[src/rtl/cluster_ctrl_regs.sv]
module cluster_ctrl_regs #(
  parameter int          NCPU     = 1,
  parameter logic [31:0] REV      = 32'h0000_0800,
  parameter logic [31:0] BASE_RST = 32'h1FBF_8000,
  parameter int          AW       = 12
) (
  input  logic               clk,
  input  logic               rst_n,
  input  logic [2:0]         req_cpu,
  input  logic [AW-1:0]      addr,
  input  logic               rd_en,
  input  logic               wr_en,
  input  logic [31:0]        wdata,
  output logic [31:0]        rdata,
  input  logic               ic_present,
  input  logic               pc_present,
  output logic [31:0]        self_base,
  output logic [27:0]        core_base,
  output logic [31:0]        ic_base,
  output logic               ic_en,
  output logic [31:0]        pc_base,
  output logic               pc_en,
  output logic [64*NCPU-1:0] exc_base
);
  localparam logic [AW-1:0] A_CFG    = AW'('h000);
  localparam logic [AW-1:0] A_SELF   = AW'('h004);
  localparam logic [AW-1:0] A_REV    = AW'('h008);
  localparam logic [AW-1:0] A_IC     = AW'('h010);
  localparam logic [AW-1:0] A_PC     = AW'('h014);
  localparam logic [AW-1:0] A_IC_ST  = AW'('h018);
  localparam logic [AW-1:0] A_PC_ST  = AW'('h01C);
  localparam logic [AW-1:0] A_CACHE  = AW'('h020);
  localparam logic [AW-1:0] A_L_CNT  = AW'('h100);
  localparam logic [AW-1:0] A_L_SEL  = AW'('h104);
  localparam logic [AW-1:0] A_L_VEC  = AW'('h108);
  localparam logic [AW-1:0] A_O_CNT  = AW'('h200);
  localparam logic [AW-1:0] A_O_SEL  = AW'('h204);
  localparam logic [AW-1:0] A_O_VEC  = AW'('h208);
  localparam logic [31:0]   CTL_MASK = 32'hFFFF_0001;
  localparam logic [19:0]   VEC_RST  = 20'hBFC00;
  localparam logic [31:0]   CNT_VAL  = 32'(NCPU - 1);

  logic [31:0] self_q, ic_q, pc_q, rd_mux;
  logic [2:0]  sel_q [8];
  logic [19:0] vec_q [8];
  logic        req_ok, sel_ok;
  logic [2:0]  tgt;

  assign req_ok = 32'(req_cpu) < NCPU;
  assign tgt    = sel_q[req_cpu];
  assign sel_ok = 32'(wdata[2:0]) < NCPU;

  always_ff @(posedge clk) begin
    if (!rst_n) begin
      self_q <= BASE_RST & 32'hFFFF_0000;
      ic_q   <= '0;
      pc_q   <= '0;
    end else if (wr_en) begin
      if (addr == A_SELF)               self_q <= wdata & 32'hFFFF_0000;
      if (addr == A_IC && ic_present)   ic_q   <= wdata & CTL_MASK;
      if (addr == A_PC && pc_present)   pc_q   <= wdata & CTL_MASK;
    end
  end

  for (genvar i = 0; i < 8; i++) begin : g_cpu
    if (i < NCPU) begin : g_live
      logic loc_hit, oth_hit;
      assign loc_hit = wr_en && req_ok && (req_cpu == 3'(i));
      assign oth_hit = wr_en && req_ok && (tgt == 3'(i));
      always_ff @(posedge clk) begin
        if (!rst_n) begin
          sel_q[i] <= '0;
          vec_q[i] <= VEC_RST;
        end else begin
          if (sel_ok && ((loc_hit && addr == A_L_SEL) || (oth_hit && addr == A_O_SEL)))
            sel_q[i] <= wdata[2:0];
          if ((loc_hit && addr == A_L_VEC) || (oth_hit && addr == A_O_VEC))
            vec_q[i] <= wdata[31:12];
        end
      end
      assign exc_base[64*i +: 64] = {{32{vec_q[i][19]}}, vec_q[i], 12'h000};
    end else begin : g_none
      assign sel_q[i] = '0;
      assign vec_q[i] = '0;
    end
  end

  always_comb begin
    rd_mux = '0;
    case (addr)
      A_CFG:   rd_mux = '0;
      A_SELF:  rd_mux = self_q;
      A_REV:   rd_mux = REV;
      A_IC:    rd_mux = ic_q;
      A_PC:    rd_mux = pc_q;
      A_IC_ST: rd_mux = {31'b0, ic_present};
      A_PC_ST: rd_mux = {31'b0, pc_present};
      A_CACHE: rd_mux = 32'h0010_0000;
      A_L_CNT, A_O_CNT: rd_mux = req_ok ? CNT_VAL : '0;
      A_L_SEL: rd_mux = req_ok ? {29'b0, sel_q[req_cpu]} : '0;
      A_O_SEL: rd_mux = req_ok ? {29'b0, sel_q[tgt]} : '0;
      A_L_VEC: rd_mux = req_ok ? {vec_q[req_cpu], 12'h000} : '0;
      A_O_VEC: rd_mux = req_ok ? {vec_q[tgt], 12'h000} : '0;
      default: rd_mux = '0;
    endcase
  end

  always_ff @(posedge clk) begin
    if (!rst_n)     rdata <= '0;
    else if (rd_en) rdata <= rd_mux;
  end

  assign self_base = self_q;
  assign core_base = self_q[31:4];
  assign ic_base   = {ic_q[31:16], 16'h0000};
  assign ic_en     = ic_q[0];
  assign pc_base   = {pc_q[31:16], 16'h0000};
  assign pc_en     = pc_q[0];
endmodule


[config.mk]
export PLATFORM = sky130hd
export DESIGN_NAME = cluster_ctrl_regs
export DESIGN_NICKNAME = d
export VERILOG_FILES = /design/src/rtl/cluster_ctrl_regs.sv
export SDC_FILE = /design/constraint.sdc
export NUM_CORES = 1
export LEC_CHECK = 0
export ABC_AREA = 1
export BUFFER_PORTS_ARGS = -buffer_cell sky130_fd_sc_hd__buf_2
export CAP_MARGIN = 40
export CORE_MARGIN = 2
export CORE_UTILIZATION = 50
export CTS_CLUSTER_SIZE = 16
export DETAILED_ROUTE_END_ITERATION = 16
export GPL_ROUTABILITY_DRIVEN = 1
export HOLD_SLACK_MARGIN = 0.02
export PLACE_DENSITY = 0.91
export SKIP_LAST_GASP = 1
export SYNTH_ARGS = -nofsm -noshare
export SYNTH_HDL_FRONTEND = slang
export SYNTH_SLANG_ARGS = --single-unit
[constraint.sdc]
create_clock -name clk -period 2.6 [get_ports clk]
set_clock_uncertainty 0.2 [all_clocks]
set_input_delay 0.26 -clock clk [delete_from_list [all_inputs] [get_ports clk]]
set_output_delay 0.26 -clock clk [all_outputs]
set_load 0.05 [all_outputs]
==> impl_results.md, run 1 <==
* Data arrival, critical path at 1950 ps
* Synth top area cells: dfxtp_1 35%, buf_4 18%, nand2_1 9.5%
* Syn Inst Count at 766
* Vias at 5,220
* Critical path capture point type: flip-flop
* Post-Layout Cell Count at 1,054
* Synth Cell Area at 0.00562 mm^2
* Most common cell after layout, fill and taps aside: buf_2
* Setup_tns at 0 ps
* Worst Reg-to-Reg Cells at 8
* Largest net degree at the start of global routing at 72
* Worst r2r src: sel_q[23]
* Reg clk slew, reported paths at 100 ps
* Final WL at 15,100 um
* Slew HR at 0.526
* Inserted Clock Buffers at 9
* Cell Rows at 38
* Ys Warns at 0
* Avg Synthesized Cell Area at 7.33 um^2
* Worst R2R End: rdata[16]
* Hold Crit Class: primary input to flip-flop
* GPL Wtd Cong at 0.993
* PortBufs at 185
* Placed cells at 1,021
* Antenna violations before repair at 0
* Root Buffer: clkbuf_8
* Top cell type's share of synthesized area at 0.346
* H-tree depth at 3
* FILL cells at 1,014
* Unique masters post-synth at 32
* Die Height at 110 um
* Hold endpoint: ic_q[31]
* Worst-skew pair later-pin latency at 360 ps
* Die area at 0.0121 mm^2
* Grt ovf at 0
* Total GRT Usage at 0.240
* CP Cell Sequence: o31ai_2, nand2_2, nand2_4, buf_4, nand2_1, nand2_1, nand3_1, a21oi_1
* Area growth syn-to-layout at 12.3%
* Worst hold start: wdata[31]
* Req. time, crit path at 2660 ps
* Hold Path Depth at 3
* N_diodes at 0
* Critical Path Max Stage Delay at 340 ps
* Wire per inst at 14.3 um
* Final max-slew violation count at 0
* Max_cap viols at 0
* CTS tree: built
* Synth area leader: dfxtp_1
* CP Launch Type: flip-flop
* I/O pin cnt at 275
* Max Buffers Root-to-Sink at 2
* Number of synthesized register bits at 97
* Post-CTS Setup Bufs at 0
* Crit Path Class: flip-flop to flip-flop
* Commonest cells after routing, fill and taps aside: 185 x buf_2, 142 x nand2_1, 97 x dfxtp_1, 80 x conb_1, 67 x inv_1
* Outcome: finished clean
* Setup violators final at 0
* Die Wd at 110 um
* Reg2reg setup slack at 710 ps
* Post-layout power at 3.03 mW
* First-pass iteration count of the detailed router at 5
* Leakage Power at 3.28 nW
* Endpoints failing hold at 0
* Nets at 962
* Crit-path most repeated cell: nand2_1
* Global-route wire length before repair at 22,300 um
* Via-to-Cell Ratio at 4.95
* PD cells at 480 mW/mm^2
* Final Cycle Share at 0.726
* Multi-input logic area at 0.00251 mm^2
* Vias in the first global route at 4,507
* Worst slew pin tran at 707 ps
* Critical Path Fanout Max at 12
* Initial core utilization at 0.516
* Sequential share of the synthesized area at 0.346
* Final Critical Period at 1890 ps
* Layout cell share with drive strength beyond 1 at 0.299
* Max rail drop VDD at 0.330 mV
* Post-route DRC at 0
* Core Region at 0.0109 mm^2
* Num Clock Sinks at 97
* Final core area utilization at 0.580
* Post-detail-place hpwl at 11,000 um
* Antenna Violating Nets Remaining at 0
* Initial DRC count at 321
* Crit path max-delay cell type: dfxtp_1
* Max Freq at 530 MHz
* Sequential cell area at 0.00194 mm^2
* RSZ-0062 raised after global routing: no
-- sequential cells by signal (all words and copies together), names as in the netlist --
name and count:
rdata 24, exc_base 20, ic_q 17, pc_q 17
self_base 16, sel_q 3
-- layer usage --
layer  vias to the layer above  GRT usage  share of wire  wire length (um)
met5                         -          0              0                 0
met4                         0     0.0859          0.018               269
met3                        27     0.0529          0.099              1490
met2                       311      0.407           0.49              7320
met1                      2343      0.298           0.40              5980
li1                       2539          -              -                 -
-- cell families (layout without fill, tap and decap cells) --
logic type,Yosys count,in the layout,synth area share
AOI/OAI and AO/OA,148,148,0.157
buffers and inverters,235,304,0.260
DFF,97,97,0.346
and+or+nand+nor,285,285,0.237
other,1,80,0.000668
-- cells in the mapped netlist --
cell type	n
nor3_4	1
buf_8	1
nand3_2	2
inv_1	67
a21oi_1	61
buf_6	9
nor2_8	1
nor2_2	10
buf_2	3
nor3_2	1
nand2_1	142
nand3b_1	1
nand3_1	44
clkinv_1	1
nor3_1	13
clkbuf_1	14
o211ai_1	15
a21oi_2	13
conb_1	1
o211ai_2	6
o21ai_0	21
o21ai_1	31
nor2_4	3
nor2_1	42
clkinv_2	3
nand2_4	6
o31ai_2	1
nand4_1	9
dfxtp_1	97
inv_2	6
nand2_2	10
buf_4	131
-- worst max path at each step --
stage,start,end,cells after the start
detailed placement,addr[9],rdata[16],11
global placement,addr[11],ic_q[0],10
finish,sel_q[23],rdata[16],8
global route,sel_q[23],rdata[16],8
CTS,sel_q[23],rdata[16],8
floorplan,exc_base[31],exc_base[32],1
-- layout make-up --
class                      instances  share of cell area
clock buffer                       9              0.0196
clock inverter                     7              0.0161
tap                              140              0.0278
multi-input combinational        513               0.398
sequential                        97               0.308
inverter                          77              0.0464
timing repair buffer             211               0.184
-- metrics by stage --
step / hold slack, ps / instance area, um^2 / worst slack, ps
CTS: 28.4 / 6310 / 720
floorplan: 206 / 5910 / 642
detailed placement: 253 / 5920 / 480
finish: 43.9 / 6310 / 712
global placement: 250 / 5920 / 549
global route: 32.8 / 6310 / 591
-- critical path: cells and delay by family (launching register included) --
| family | cells | cell delay [ps] |
|---|---|---|
| buffers and inverters | 1 | 240 |
| DFF | 1 | 340 |
| and+or+nand+nor | 5 | 510 |
| AOI/OAI and AO/OA | 2 | 500 |
-- what timing repair did --
action / in CTS / in global routing
hold endpoints to repair: 36 / 0
resized for setup: 0 / 0
hold buffers: 17 / 0
setup endpoints to repair: 0 / 0
-- report_power, final --
group,internal (mW),switching (mW)
Combinational,0.0640,0.373
Clock,0.553,0.555
Sequential,1.49,0.000559
Note: power is estimated with default switching activity, not from simulation.
==> run 2: changes to the inputs <==
Settings changed: CORE_UTILIZATION 50 to 47, PLACE_DENSITY 0.91 to 0.86.
Clock period 2.6 ns to 1.9 ns, I/O delays scaled along.
==> impl_results.md, run 2 (synthesis gave the netlist of run 1 again) <==
* PortBufs at 185
* Cell Rows at 39
* Num Clock Sinks at 97
* Vias at 5,358
* Final Cycle Share at 0.909
* Setup_tns at 0 ps
* Sw power at 1.33 mW
* Final Critical Period at 1730 ps
* Int Pwr at 3.16 mW
* Sequential share of power at 0.453
* I/O pin cnt at 275
* Data arrival, critical path at 1770 ps
* Max rail drop VDD at 0.432 mV
* CTS tree: built
* Crit path from: sel_q[23]
* Final Cell Area at 0.00669 mm^2
* Max Freq at 579 MHz
* Reg2reg setup slack at 170 ps
* Global-route wire length before repair at 24,200 um
* Met3 Use GR at 0.0600
* Logic pwr share at 0.137
* Initial core utilization at 0.486
* Leakage Power at 3.48 nW
* N_diodes at 0
* Antenna Violating Nets Remaining at 0
* GPL Wtd Cong at 0.952
* Layout cell share with drive strength beyond 1 at 0.313
* Final core area utilization at 0.579
* Wire per inst at 14.4 um
* Antenna violations before repair at 0
* Hold Path Depth at 5
* Initial DRC count at 493
* Commonest cells after routing, fill and taps aside: 185 x buf_2, 142 x nand2_1, 97 x dfxtp_1, 80 x conb_1, 67 x inv_1
* CP Launch Type: flip-flop
* Setup violators final at 0
* RSZ-0062 raised after global routing: no
* End of the critical path: exc_base[30]
* GR peak layer: met2
* Inserted Clock Buffers at 9
* Clock share of power at 0.410
* Root Buffer: clkbuf_16
* Final WL at 15,700 um
* Worst Reg-to-Reg Cells at 7
* Placed Area at 0.00617 mm^2
* H-tree depth at 3
* Final max-slew violation count at 0
* Grt ovf at 0
* Hold Crit Class: primary input to flip-flop
* Worst r2r src: sel_q[23]
* Worst-skew pair later-pin latency at 350 ps
* Grt met2 use at 0.414
* Post-Layout Cell Count at 1,085
* Area growth syn-to-layout at 19.1%
* Largest net degree at the start of global routing at 67
* Outcome: finished clean
* Endpoints failing hold at 0
* Die Wd at 113 um
* Nets at 990
* Switching share of power at 0.296
* Reg clk slew, reported paths at 70 ps
* Worst slew pin tran at 697 ps
* Total GRT Usage at 0.238
* Critical Path Fanout Max at 15
* Max FFs per register at 24
* Max Buffers Root-to-Sink at 2
* Vias in the first global route at 4,756
* Via-to-Cell Ratio at 4.94
* Most common cell after layout, fill and taps aside: buf_2
* Req. time, crit path at 1940 ps
* Critical path capture point type: flip-flop
* Post-detail-place hpwl at 11,600 um
* Post-route DRC at 0
* PD cells at 671 mW/mm^2
* First-pass iteration count of the detailed router at 7
* Largest Register: rdata
* Slew HR at 0.535
* Crit Path Class: flip-flop to flip-flop
* Worst R2R End: exc_base[30]
* Max_cap viols at 0
* Routing usage on met1 at 0.291
* Die area at 0.0128 mm^2
* Placed cells at 1,047
* Die Height at 113 um
* Core Region at 0.0116 mm^2
-- run 2: power by group through the flow --
stage | Clock, mW | Combinational [mW] | Sequential, mW
final | 1.84 | 0.618 | 2.03
after global routing | 1.94 | 0.650 | 2.03
after CTS | 1.85 | 0.610 | 2.03
after detailed placement | 0 | 0.574 | 2.08
after global placement | 0 | 0.571 | 2.08
after floorplan | 0 | 0.595 | 2.08
-- run 2: worst max-delay path, cell delays in order, from the launching register on --
cell,delay [ps]
dfxtp_1,340
o31ai_4,310
nand2_2,100
nand2_4,120
nand2_4,160
buf_4,230
o21ai_1,120
a21oi_1,50
-- run 2: how the worst min path moves through the flow --
stage                    from           end  slack (ps)
floorplan           wdata[15]  exc_base[15]         140
global placement    wdata[15]  exc_base[15]         240
detailed placement  wdata[15]  exc_base[15]         250
CTS                  wdata[1]     sel_q[21]          70
global route         wdata[2]     sel_q[22]         100
finish               wdata[1]     sel_q[22]          90
-- run 2: stage by stage --
step	power (mW)	worst slack [ps]	hold slack [ps]
global placement	2.65	67.6	238
floorplan	2.68	11.8	136
CTS	4.50	137	68.6
global route	4.62	55.3	101
finish	4.49	173	90.9
detailed placement	2.65	40.6	247
-- run 2: timing repair --
action / 4_1_cts / 5_1_grt
setup buffers: 0 / 0
hold buffers: 22 / 0
hold endpoints to repair: 71 / 0
setup endpoints to repair: 0 / 1
gates resized for setup: 0 / 1
-- run 2: layer usage --
layer  routed length (um)  part of all wire
met3                 1450             0.093
met5                    0                 0
met1                 6310              0.40
met2                 7580              0.48
met4                  303             0.019
-- run 2: area by class of cell --
cell class                 instances  area (um^2)
clock buffer                      10          229
clock inverter                     6         66.3
fill                            1057         4870
multi-input combinational        513         2520
sequential                        97         1940
inverter                          77          293
timing repair buffer             239         1460
tap                              143          179
==> run 3: changes to the inputs <==
--- a/config.mk
+++ b/config.mk
@@ -8,5 +8,5 @@
 export ABC_AREA = 1
 export BUFFER_PORTS_ARGS = -buffer_cell sky130_fd_sc_hd__buf_2
-export CAP_MARGIN = 40
+export CAP_MARGIN = 20
 export CORE_MARGIN = 2
 export CORE_UTILIZATION = 47
==> constraint.sdc (replaced) <==
create_clock -name clk -period 1.9 [get_ports clk]
set_clock_uncertainty 0.2 [all_clocks]
set_input_delay 0.095 -clock clk [delete_from_list [all_inputs] [get_ports clk]]
set_output_delay 0.095 -clock clk [all_outputs]
set_load 0.05 [all_outputs]
==> impl_results.md, run 3 (synthesis gave the netlist of run 1 again) <==
* Largest net degree at the start of global routing at 72
* Setup violators final at 0
* Cell Rows at 39
* Via-to-Cell Ratio at 4.95
* Most common cell after layout, fill and taps aside: buf_2
* Data arrival, critical path at 1910 ps
* Worst R2R End: rdata[21]
* Root Buffer: clkbuf_16
* Crit path max-delay cell type: dlygate4sd3_1
* Critical path capture point type: flip-flop
* CP Cell Sequence: dlygate4sd3_1, buf_6, nor2_4, nand2_4, inv_4, o31ai_2, nand2_2, nand2_8, clkbuf_16, nand3_1, nand2_1, nand2_1, a21oi_1
* H-tree depth at 3
* DP Worst Slack at 41.3 ps
* Final core area utilization at 0.592
* Worst-skew pair later-pin latency at 340 ps
* Reg2reg setup slack at 130 ps
* PD cells at 636 mW/mm^2
* Critical Path Fanout Max at 6
* Hold Crit Class: primary input to flip-flop
* Crit-path most repeated cell: nand2_1
* Grt ovf at 0
* Commonest cells after routing, fill and taps aside: 183 x buf_2, 139 x nand2_1, 97 x dfxtp_1, 80 x conb_1, 66 x inv_1
* Final WL at 16,000 um
* Outcome: finished clean
* I/O pin cnt at 275
* Post-route DRC at 0
* Global-route wire length before repair at 23,900 um
* Vias at 5,389
* Worst hold start: rd_en
* Final Cycle Share at 0.964
* Die Height at 113 um
* Final Critical Period at 1830 ps
* Nets at 993
* Total GRT Usage at 0.234
* Inserted Clock Buffers at 9
* Worst Reg-to-Reg Cells at 8
* Die Wd at 113 um
* FILL cells at 1,033
* Antenna violations before repair at 0
* Endpoints failing hold at 0
* Max Freq at 546 MHz
* Vias in the first global route at 4,632
* Post-detail-place hpwl at 11,400 um
* Post-route setup slack at 69.3 ps
* Die area at 0.0128 mm^2
* CTS tree: built
* Num Clock Sinks at 97
* Max rail drop VDD at 0.651 mV
* CP Launch Type: primary input
* Slew HR at 0.669
* N_diodes at 0
* Hold Path Depth at 4
* Req. time, crit path at 1980 ps
* Reg clk slew, reported paths at 70 ps
* Core Region at 0.0116 mm^2
* Crit Path Class: primary input to flip-flop
* Leakage Power at 3.53 nW
* Max Buffers Root-to-Sink at 2
* PortBufs at 185
* Initial DRC count at 434
* Wire per inst at 14.7 um
* Critical Path Max Stage Delay at 560 ps
* First-pass iteration count of the detailed router at 5
* Hold endpoint: rdata[28]
* Final max-slew violation count at 0
* Initial core utilization at 0.486
* Largest Register: rdata
* RSZ-0062 raised after global routing: yes
* Antenna Violating Nets Remaining at 0
* Max FFs per register at 24
* Worst r2r src: sel_q[23]
* GPL Wtd Cong at 0.965
* Worst slew pin tran at 495 ps
* Area growth syn-to-layout at 21.8%
* Max_cap viols at 0
* Layout cell share with drive strength beyond 1 at 0.316
run 3: critical path: cells and delay by family:
family,cells,cell delay (ps)
and+or+nand+nor,7,700
AOI/OAI and AO/OA,2,210
buffers and inverters,4,900
run 3: layer usage:
metal,vias up,wire (um),track usage
met3,38,1490,0.0396
met1,2436,6440,0.304
met4,0,351,0.0691
met5,-,0,0
met2,305,7740,0.400
li1,2610,-,-
run 3: where the power goes:
| part | internal, mW | total, mW | switching, mW |
|---|---|---|---|
| registers | 2.03 | 2.03 | 0.00101 |
| clock network | 0.893 | 1.68 | 0.791 |
| logic | 0.113 | 0.633 | 0.520 |
| total | 3.04 | 4.35 | 1.31 |
run 3: cell type report:
type                       count  area, um^2  share of cell area
clock inverter                 6        41.3             0.00603
multi-input combinational    514        2580               0.378
sequential                    97        1940               0.284
tap                          143         179              0.0261
timing repair buffer         241        1570               0.230
inverter                      77         294              0.0430
clock buffer                  10         229              0.0335
run 3: worst max path at each step:
| stage | startpoint | end | slack, ps |
|---|---|---|---|
| floorplan | exc_base[31] | rdata[31] | 20 |
| global placement | addr[7] | self_base[16] | 110 |
| detailed placement | addr[1] | rdata[22] | 40 |
| CTS | req_cpu[0] | exc_base[30] | 70 |
| global route | req_cpu[0] | rdata[17] | -40 |
| finish | req_cpu[0] | rdata[21] | 70 |
run 3: what timing repair did:
| item | 4_1_cts | 5_1_grt |
|---|---|---|
| hold endpoints to repair | 87 | 0 |
| resized for setup | 0 | 23 |
| buffers inserted | 0 | 2 |
| hold buffers | 31 | 0 |
| endpoints found under the setup margin | 0 | 10 |
run 3: through the flow:
stage / hold WS (ps) / total power, mW / setup TNS [ps] / instance area, um^2 / cells
final: 41.4 / 4.35 / 0 / 6840 / 1088
after global routing: 81.0 / 4.48 / -133 / 6840 / 1088
after CTS: 47.7 / 4.35 / 0 / 6650 / 1082
after detailed placement: 151 / 2.65 / 0 / 6060 / 1035
after global placement: 144 / 2.65 / 0 / 6060 / 1035
after floorplan: 40.6 / 2.68 / 0 / 5910 / 845
